===== config.mk =====
export PLATFORM = sky130hd
export DESIGN_NAME = rx_frame_screen
export DESIGN_NICKNAME = d
export VERILOG_FILES = /design/src/rtl/rxf_pkg.sv /design/src/rtl/rxf_cfg_reg.sv /design/src/rtl/rxf_v4_class.sv /design/src/rtl/rxf_v6_class.sv /design/src/rtl/rx_frame_screen.sv
export SDC_FILE = /design/constraint.sdc
export NUM_CORES = 1
export LEC_CHECK = 0
export BUFFER_PORTS_ARGS = -buffer_cell sky130_fd_sc_hd__buf_2
export CAP_MARGIN = 10
export CORE_AREA = 2 2 107 109
export DETAILED_ROUTE_END_ITERATION = 12
export DIE_AREA = 0 0 109 111
export SLEW_MARGIN = 25
export SYNTH_ARGS = -nofsm -noshare
export SYNTH_HDL_FRONTEND = slang
export SYNTH_SLANG_ARGS = --single-unit

===== constraint.sdc =====
create_clock -name clk -period 2.9 [get_ports clk]
set_input_delay 0.87 -clock clk [delete_from_list [all_inputs] [get_ports clk]]
set_output_delay 0.87 -clock clk [all_outputs]
set_load 0.02 [all_outputs]

===== src/rtl/rxf_pkg.sv =====
package rxf_pkg;
  localparam int ADDR_W = 128;
  localparam int V4_W   = 32;
  localparam int RSN_W  = 3;
  localparam int CFG_W  = 5;

  typedef enum logic [RSN_W-1:0] {
    RSN_PASS  = 3'd0,
    RSN_LINK  = 3'd1,
    RSN_NET   = 3'd2,
    RSN_XPORT = 3'd3,
    RSN_FRAG  = 3'd4,
    RSN_SAME  = 3'd5,
    RSN_CLASS = 3'd6
  } reason_e;

  typedef struct packed {
    logic addr_en;
    logic frag_en;
    logic xport_en;
    logic net_en;
    logic link_en;
  } cfg_t;
endpackage


===== src/rtl/rxf_cfg_reg.sv =====
module rxf_cfg_reg
  import rxf_pkg::*;
#(
  parameter logic [CFG_W-1:0] RESET_VAL = 5'b00001
) (
  input  logic             clk,
  input  logic             rst,
  input  logic             we,
  input  logic [CFG_W-1:0] wdata,
  output cfg_t             q
);
  always_ff @(posedge clk) begin
    if (rst)     q <= cfg_t'(RESET_VAL);
    else if (we) q <= cfg_t'(wdata);
  end
endmodule


===== src/rtl/rxf_v4_class.sv =====
module rxf_v4_class #(
  parameter int W = 32
) (
  input  logic [W-1:0] addr,
  output logic         is_loop,
  output logic         is_group
);
  localparam logic [7:0] LOOP_NET  = 8'd127;
  localparam logic [3:0] GROUP_NIB = 4'hE;

  logic is_mcast;
  logic is_bcast;

  always_comb begin
    is_loop  = (addr[W-1 -: 8] == LOOP_NET);
    is_mcast = (addr[W-1 -: 4] == GROUP_NIB);
    is_bcast = &addr;
    is_group = is_mcast | is_bcast;
  end
endmodule


===== src/rtl/rxf_v6_class.sv =====
module rxf_v6_class #(
  parameter int W = 128
) (
  input  logic [W-1:0] addr,
  output logic         is_loop,
  output logic         is_unspec,
  output logic         is_group
);
  always_comb begin
    is_loop   = (addr == W'(1));
    is_unspec = (addr == '0);
    is_group  = &addr[W-1 -: 8];
  end
endmodule


===== src/rtl/rx_frame_screen.sv =====
module rx_frame_screen
  import rxf_pkg::*;
#(
  parameter int               AW      = ADDR_W,
  parameter int               V4W     = V4_W,
  parameter logic [CFG_W-1:0] CFG_DEF = 5'b00001
) (
  input  logic             clk,
  input  logic             rst,
  input  logic             cfg_we,
  input  logic [CFG_W-1:0] cfg_wdata,
  input  logic             in_vld,
  input  logic             in_is_v6,
  input  logic [AW-1:0]    in_src,
  input  logic [AW-1:0]    in_dst,
  input  logic             in_is_tcp,
  input  logic             in_is_udp,
  input  logic             in_is_frag,
  input  logic             in_l2_err,
  input  logic             in_l3_hdr_err,
  input  logic             in_l3_csum_err,
  input  logic             in_l4_err,
  output logic             out_vld,
  output logic             out_drop,
  output logic [RSN_W-1:0] out_reason
);
  localparam int NSIDE = 2;  // index 0 = source, 1 = destination

  cfg_t cfg_q;

  rxf_cfg_reg #(.RESET_VAL(CFG_DEF)) u_cfg (
    .clk   (clk),
    .rst   (rst),
    .we    (cfg_we),
    .wdata (cfg_wdata),
    .q     (cfg_q)
  );

  logic [AW-1:0] side_addr [NSIDE];
  logic [NSIDE-1:0] v4_loop, v4_group;
  logic [NSIDE-1:0] v6_loop, v6_unspec, v6_group;

  assign side_addr[0] = in_src;
  assign side_addr[1] = in_dst;

  for (genvar k = 0; k < NSIDE; k++) begin : g_side
    rxf_v4_class #(.W(V4W)) u_v4 (
      .addr     (side_addr[k][V4W-1:0]),
      .is_loop  (v4_loop[k]),
      .is_group (v4_group[k])
    );
    rxf_v6_class #(.W(AW)) u_v6 (
      .addr      (side_addr[k]),
      .is_loop   (v6_loop[k]),
      .is_unspec (v6_unspec[k]),
      .is_group  (v6_group[k])
    );
  end

  logic    same_addr, bad_v4, bad_v6, bad_class;
  logic    hit_link, hit_net, hit_xport, hit_frag, hit_same, hit_class;
  reason_e rsn_d;

  always_comb begin
    same_addr = in_is_v6 ? (in_src == in_dst)
                         : (in_src[V4W-1:0] == in_dst[V4W-1:0]);
    bad_v4    = (|v4_loop) | (in_is_tcp & (|v4_group));
    bad_v6    = v6_group[0] | (|v6_loop) | (|v6_unspec) |
                (in_is_tcp & v6_group[1]);
    bad_class = in_is_v6 ? bad_v6 : bad_v4;

    hit_link  = cfg_q.link_en  & in_l2_err;
    hit_net   = cfg_q.net_en   & (in_l3_hdr_err |
                                  (in_l3_csum_err & (in_is_tcp | in_is_udp)));
    hit_xport = cfg_q.xport_en & in_l4_err;
    hit_frag  = cfg_q.frag_en  & in_is_frag;
    hit_same  = cfg_q.addr_en  & same_addr;
    hit_class = cfg_q.addr_en  & bad_class;

    if      (hit_link)  rsn_d = RSN_LINK;
    else if (hit_net)   rsn_d = RSN_NET;
    else if (hit_xport) rsn_d = RSN_XPORT;
    else if (hit_frag)  rsn_d = RSN_FRAG;
    else if (hit_same)  rsn_d = RSN_SAME;
    else if (hit_class) rsn_d = RSN_CLASS;
    else                rsn_d = RSN_PASS;
  end

  always_ff @(posedge clk) begin
    if (rst) begin
      out_vld    <= 1'b0;
      out_drop   <= 1'b0;
      out_reason <= RSN_PASS;
    end else begin
      out_vld    <= in_vld;
      out_drop   <= in_vld & (rsn_d != RSN_PASS);
      out_reason <= in_vld ? rsn_d : RSN_PASS;
    end
  end
endmodule


== After elaboration in Yosys (flattened, before gate mapping) ==
Cells that the tools add are included.

* Bits in writable memories: 0
* Memories: 0
* ROM bits: 0
* Output and inout port bits: 5
* Bits of input ports: 273
* Register bits: 10
* Bits in latches: 0

* Bitwise operators: 19
* Multipliers: 0
* Reductions and logical operators: 12
* Div/mod/pow operators: 0
* Shift-type cells: 0
* Equality and inequality tests: 8
* Add/sub/neg operators: 0
* Mux-type cells: 8
* Magnitude comparators: 0

{| class="wikitable"
|+ Operators with widths
! kind !! count
|-
| equality test 128 x 1 -> 1 bit (second input constant) || 2
|-
| logical NOT 128 bit || 2
|-
| equality test 128 bit || 1
|-
| AND reduction 32 bit || 2
|-
| equality test 32 bit || 1
|-
| 2-to-1 mux 3 bit || 6
|-
| equality test 8 x 7 -> 1 bit (second input constant) || 2
|-
| AND reduction 8 bit || 2
|-
| AND 1 bit || 10
|-
| OR reduction 2 bit || 5
|-
| equality test 4 bit (second input constant) || 2
|-
| bitwise OR 1 bit || 8
|-
| nonzero test 3 bit || 1
|-
| 2-to-1 mux 1 bit || 2
|-
| inverter 1 bit || 1
|}

== Longest topological paths before layout ==
* Depth in word-level cells: 15
* Mapped depth: 8

== Hierarchy ==
A second synthesis with hierarchy kept.

* Cell total of the unflattened synthesis: 343
* Area total of the unflattened synthesis: 2668.8 sq um

{| class="wikitable"
|+ By module, submodules not included
! module !! cells an instance !! area an instance (sq um) !! instances
|-
| rx_frame_screen || 203 || 1651.6 || 1
|-
| rxf_v6_class || 48 || 319.1 || 2
|-
| rxf_v4_class || 14 || 97.6 || 2
|-
| rxf_cfg_reg || 16 || 183.9 || 1
|}

== Worst setup path after synthesis ==
No wires, ideal clock.

* Kind: input port to flip-flop
* Start point: in in_dst[5]
* End point: reg out_reason[1]
* Required time: 2.830 ns
* Data arrival time: 2.513 ns
* Stages on the path: 8
* Path slack: 0.317 ns
* Path through: nand4_1 -> or4_1 -> nor4_1 -> a31oi_1 -> nor3_2 -> o311ai_1 -> or3b_1 -> a21boi_1

* Word-level cells in the longest chain between the ends: 13
* Elaborated cells on any way between the ends: 24

{| class="wikitable"
|+ Ends and longest elaborated chain
! item !! line !! RTL
|-
| from (decl) || rx_frame_screen.sv:15 || <nowiki>input logic [AW-1:0] in_dst,</nowiki>
|-
| equality test 128 x 1 -> 1 bit / AND reduction 32 bit (equally long branches) || rxf_v6_class.sv:10, rxf_v4_class.sv:17 ||
|-
| OR reduction 2 bit / bitwise OR 1 bit (equally long branches) || rx_frame_screen.sv:68, rxf_v4_class.sv:18 ||
|-
| bitwise OR 1 bit / OR reduction 2 bit (equally long branches) || rx_frame_screen.sv:68, rx_frame_screen.sv:67 ||
|-
| bitwise OR 1 bit / AND 1 bit (equally long branches) || rx_frame_screen.sv:68, rx_frame_screen.sv:67 ||
|-
| bitwise OR 1 bit, on equally long branches || rx_frame_screen.sv:68, rx_frame_screen.sv:67 ||
|-
| 2-to-1 mux 1 bit || rx_frame_screen.sv:70 || <nowiki>bad_class = in_is_v6 ? bad_v6 : bad_v4;</nowiki>
|-
| AND 1 bit || rx_frame_screen.sv:78 || <nowiki>hit_class = cfg_q.addr_en & bad_class;</nowiki>
|-
| 2-to-1 mux 3 bit || rx_frame_screen.sv:85 || <nowiki>else if (hit_class) rsn_d = RSN_CLASS;</nowiki>
|-
| 2-to-1 mux 3 bit (*) || rx_frame_screen.sv:84 || <nowiki>else if (hit_same) rsn_d = RSN_SAME;</nowiki>
|-
| 2-to-1 mux 3 bit (*) || rx_frame_screen.sv:83 || <nowiki>else if (hit_frag) rsn_d = RSN_FRAG;</nowiki>
|-
| 2-to-1 mux 3 bit (*) || rx_frame_screen.sv:82 || <nowiki>else if (hit_xport) rsn_d = RSN_XPORT;</nowiki>
|-
| 2-to-1 mux 3 bit (*) || rx_frame_screen.sv:81 || <nowiki>else if (hit_net) rsn_d = RSN_NET;</nowiki>
|-
| 2-to-1 mux 3 bit (*) || rx_frame_screen.sv:80 || <nowiki>if (hit_link) rsn_d = RSN_LINK;</nowiki>
|-
| to (signal assigned) || rx_frame_screen.sv:97 || <nowiki>out_reason <= in_vld ? rsn_d : RSN_PASS;</nowiki>
|-
| to (decl) || rx_frame_screen.sv:25 || <nowiki>output logic [RSN_W-1:0] out_reason</nowiki>
|}

Mark *: on every way between the ends. The rest lies on a longest branch, timed or not.
A chain may end at the register's enable or synchronous reset.

== Worst setup path in the final report ==
* Start point: in in_dst[27]
* End point: reg out_reason[1]

The elaborated chain is that of the path after synthesis.

==> run metrics <==
VDD IR max ~0.60 mV; Clock Path Buffers 2; count leader, synth nor4_1; Hold Path Class reg2reg; CTS Root Cell clkbuf_16; Seq/Total Area, Yosys 0.0787; CTS Buf Count 3; sw power between 300 and 400 uW; Place WS -0.186 ns; Pwr Total between 1000 and 1500 uW; CP endpoint kind flop; Final Instance Area around 0.0045 sq mm; H-tree lvl count 1; Clock Sinks 10; fin crit share 0.966; leading post-synthesis cells by cell area xor2_1, nor4_1, xnor2_1, nand4_1, dfxtp_1; Cell Pwr Density approximately 230 mW/mm^2; Syn Nets between 600 and 700; GP Congestion between 0.9 and 1; starting DRC count in detailed routing 213; placed cell area approximately 0.0044 sq mm; yosys warns 0; cell leakage power 0.00208 uW; IO Pins between 200 and 300; first-pass GRT wire length roughly 26000 um; Slew headroom 0.688; Reg2Reg Depth 6; Distinct cells, synth 30; Worst EP required between 3 and 4 ns; sequential share of power 0.146; Post-synth top cells nor4_1, xor2_1, nand4_1; asr flop ratio synth 0; Startpoint Class input port; number of flops mapped to enable cells by yosys 0; #FFs+latches synth 10; run status finished clean; hold depth 2; setup ws final 0.0984 ns; Mapped Avg Cell Area approximately 7.5 sq um; Initial Utilization 0.230; area delta synth->final 78.9%; worst reg2reg setup slack about 1.4 ns; Hold Vio Cnt, Final 0; drt pass-1 iters 4; Synth Flop Type dfxtp_1; post-CTS repair timing setup buffer count 0; largest net degree at the start of global routing 7; worst r2r dst out_drop; row count 39; Switching Fraction 0.381; critical path class in2reg; RR Startpoint u_cfg.q[4]; post-route ant nets 0; WHS around 0.54 ns; layout cell share with drive strength beyond 1 0.498; Worst Hold End u_cfg.q[2]; final setup fails 0; Worst Path Max Fanout 2; IO buf count roughly 280; max-cap violations 0; Max Fclk ~360 MHz; Power Internal roughly 630 uW; Critical Path AT just under 3 ns; measured slew at the worst slew-check pin about 0.46 ns; DP HPWL approximately 16000 um; post-synth top area share 0.313; Cells after Synth about 340; Worst-Skew Late Latency around 0.23 ns; Die Y roughly 110 um; Remaining DRCs 0; area leader, netlist xor2_1; Tot GR Track Use 0.282; Core Box Area about 0.011 sq mm; Die ar. 0.0121 sq mm; unrepaired setup endpoints after global routing false; Post-Synthesis Cell Area roughly 0.0025 sq mm; Final Max Tran Viols 0; via total after detailed routing approximately 4100; HP Start u_cfg.q[2]; initial antenna violation count 4; DR vias/cell around 5; filler instances about 1200; CTS clock-pin slew for the worst setup and hold paths roughly 0.04 ns; Setup Skew 0.00399 ns; vias in the first global route around 4600; min cycle time layout roughly 2.8 ns; multi-input logic area approximately 0.0023 sq mm; nets@finish around 940; DIE WIDTH 109 um; clock power share 0.261; Reg area about 200 sq um; DRT Wirelength approximately 18000 um; CTS tree done; total grt overflow 0; WL/cell about 22 um; combinational share of power 0.593
-- state kept, by name, summed over array words and instances (netlist names) --
register and count:
out_drop 1, u_cfg.q 5, out_reason 3, out_vld 1
-- stage by stage --
stage | instances | utilization | setup TNS, ns
after floorplan | 337 | - | 0
after global placement | 800 | 0.400 | -0.394
after detailed placement | 800 | 0.400 | -0.195
after CTS | 804 | 0.408 | 0
after global routing | 807 | 0.411 | 0
final | 807 | 0.411 | 0
-- how the worst max path moves through the flow --
stage	startpoint	endpoint	slack (ns)	depth (start not counted)
2_1_floorplan	in_dst[5]	out_reason[1]	0.32	8
3_3_place_gp	in_dst[31]	out_reason[1]	-0.28	10
3_5_place_dp	in_src[3]	out_reason[1]	-0.19	10
4_1_cts	in_src[3]	out_reason[1]	0.05	10
5_1_grt	in_src[65]	out_reason[1]	0.03	11
6_report	in_dst[27]	out_reason[1]	0.1	11
-- area by class of cell --
type | count | area share
antenna | 3 | 0.00165
timing repair buffer | 321 | 0.377
inverter | 2 | 0.00165
sequential | 10 | 0.0440
clock buffer | 4 | 0.0195
multi-input combinational | 324 | 0.517
tap | 143 | 0.0393
-- cell families (layout without fill, tap and decap cells) --
kind of cell	Yosys count	after routing	synth area share
XOR/XNOR	128	128	0.441
AO/OA/AOI/OAI	18	18	0.0477
other	0	3	0
AND/OR/NAND/NOR	174	174	0.412
buffers and inverters	3	327	0.00443
multiplexers	4	4	0.0157
flip-flops	10	10	0.0787
-- worst max-delay path, stage by stage --
cell,delay [ns]
buf_2,0.11
nor4_1,0.40
buf_4,0.18
nand4_1,0.11
nor4_2,0.35
buf_4,0.16
nand2_1,0.04
nand2_1,0.08
o311ai_1,0.12
or3b_1,0.39
a21boi_1,0.14
-- power groups by stage --
stage	Sequential, uW	Combinational [uW]	Clock, uW
6_report	150	608	268
2_1_floorplan	154	180	0
3_3_place_gp	152	606	0
3_5_place_dp	152	601	0
5_1_grt	151	653	281
4_1_cts	150	606	273
-- cell usage in the layout (no fill, tap or decap), drive strengths merged --
master,n
a211o,1
a211oi,2
a21boi,2
a21oi,4
a31oi,2
a32o,1
buf,321
clkbuf,4
dfxtp,10
diode,3
inv,2
mux2i,4
nand2,9
nand2b,1
nand3,7
nand4,46
nand4b,1
nor2,6
nor2b,1
nor3,6
nor3b,1
nor4,93
o21a,1
o21ai,3
o2bb2ai,1
o311ai,1
or3b,1
or4,2
xnor2,37
xor2,91
-- routing by layer --
layer,GRT usage,routed length [um],vias to the layer above
li1,-,-,2006
met5,0,13,-
met1,0.328,6750,1911
met2,0.536,9100,206
met4,0.0607,393,2
met3,0.0359,1280,24
-- what timing repair did --
action / in CTS / in global routing
hold endpoints to repair: 0 / 0
hold buffers: 0 / 0
resized for setup: 0 / 3
endpoints found under the setup margin: 0 / 1
Power figures use the tool's default switching activity.
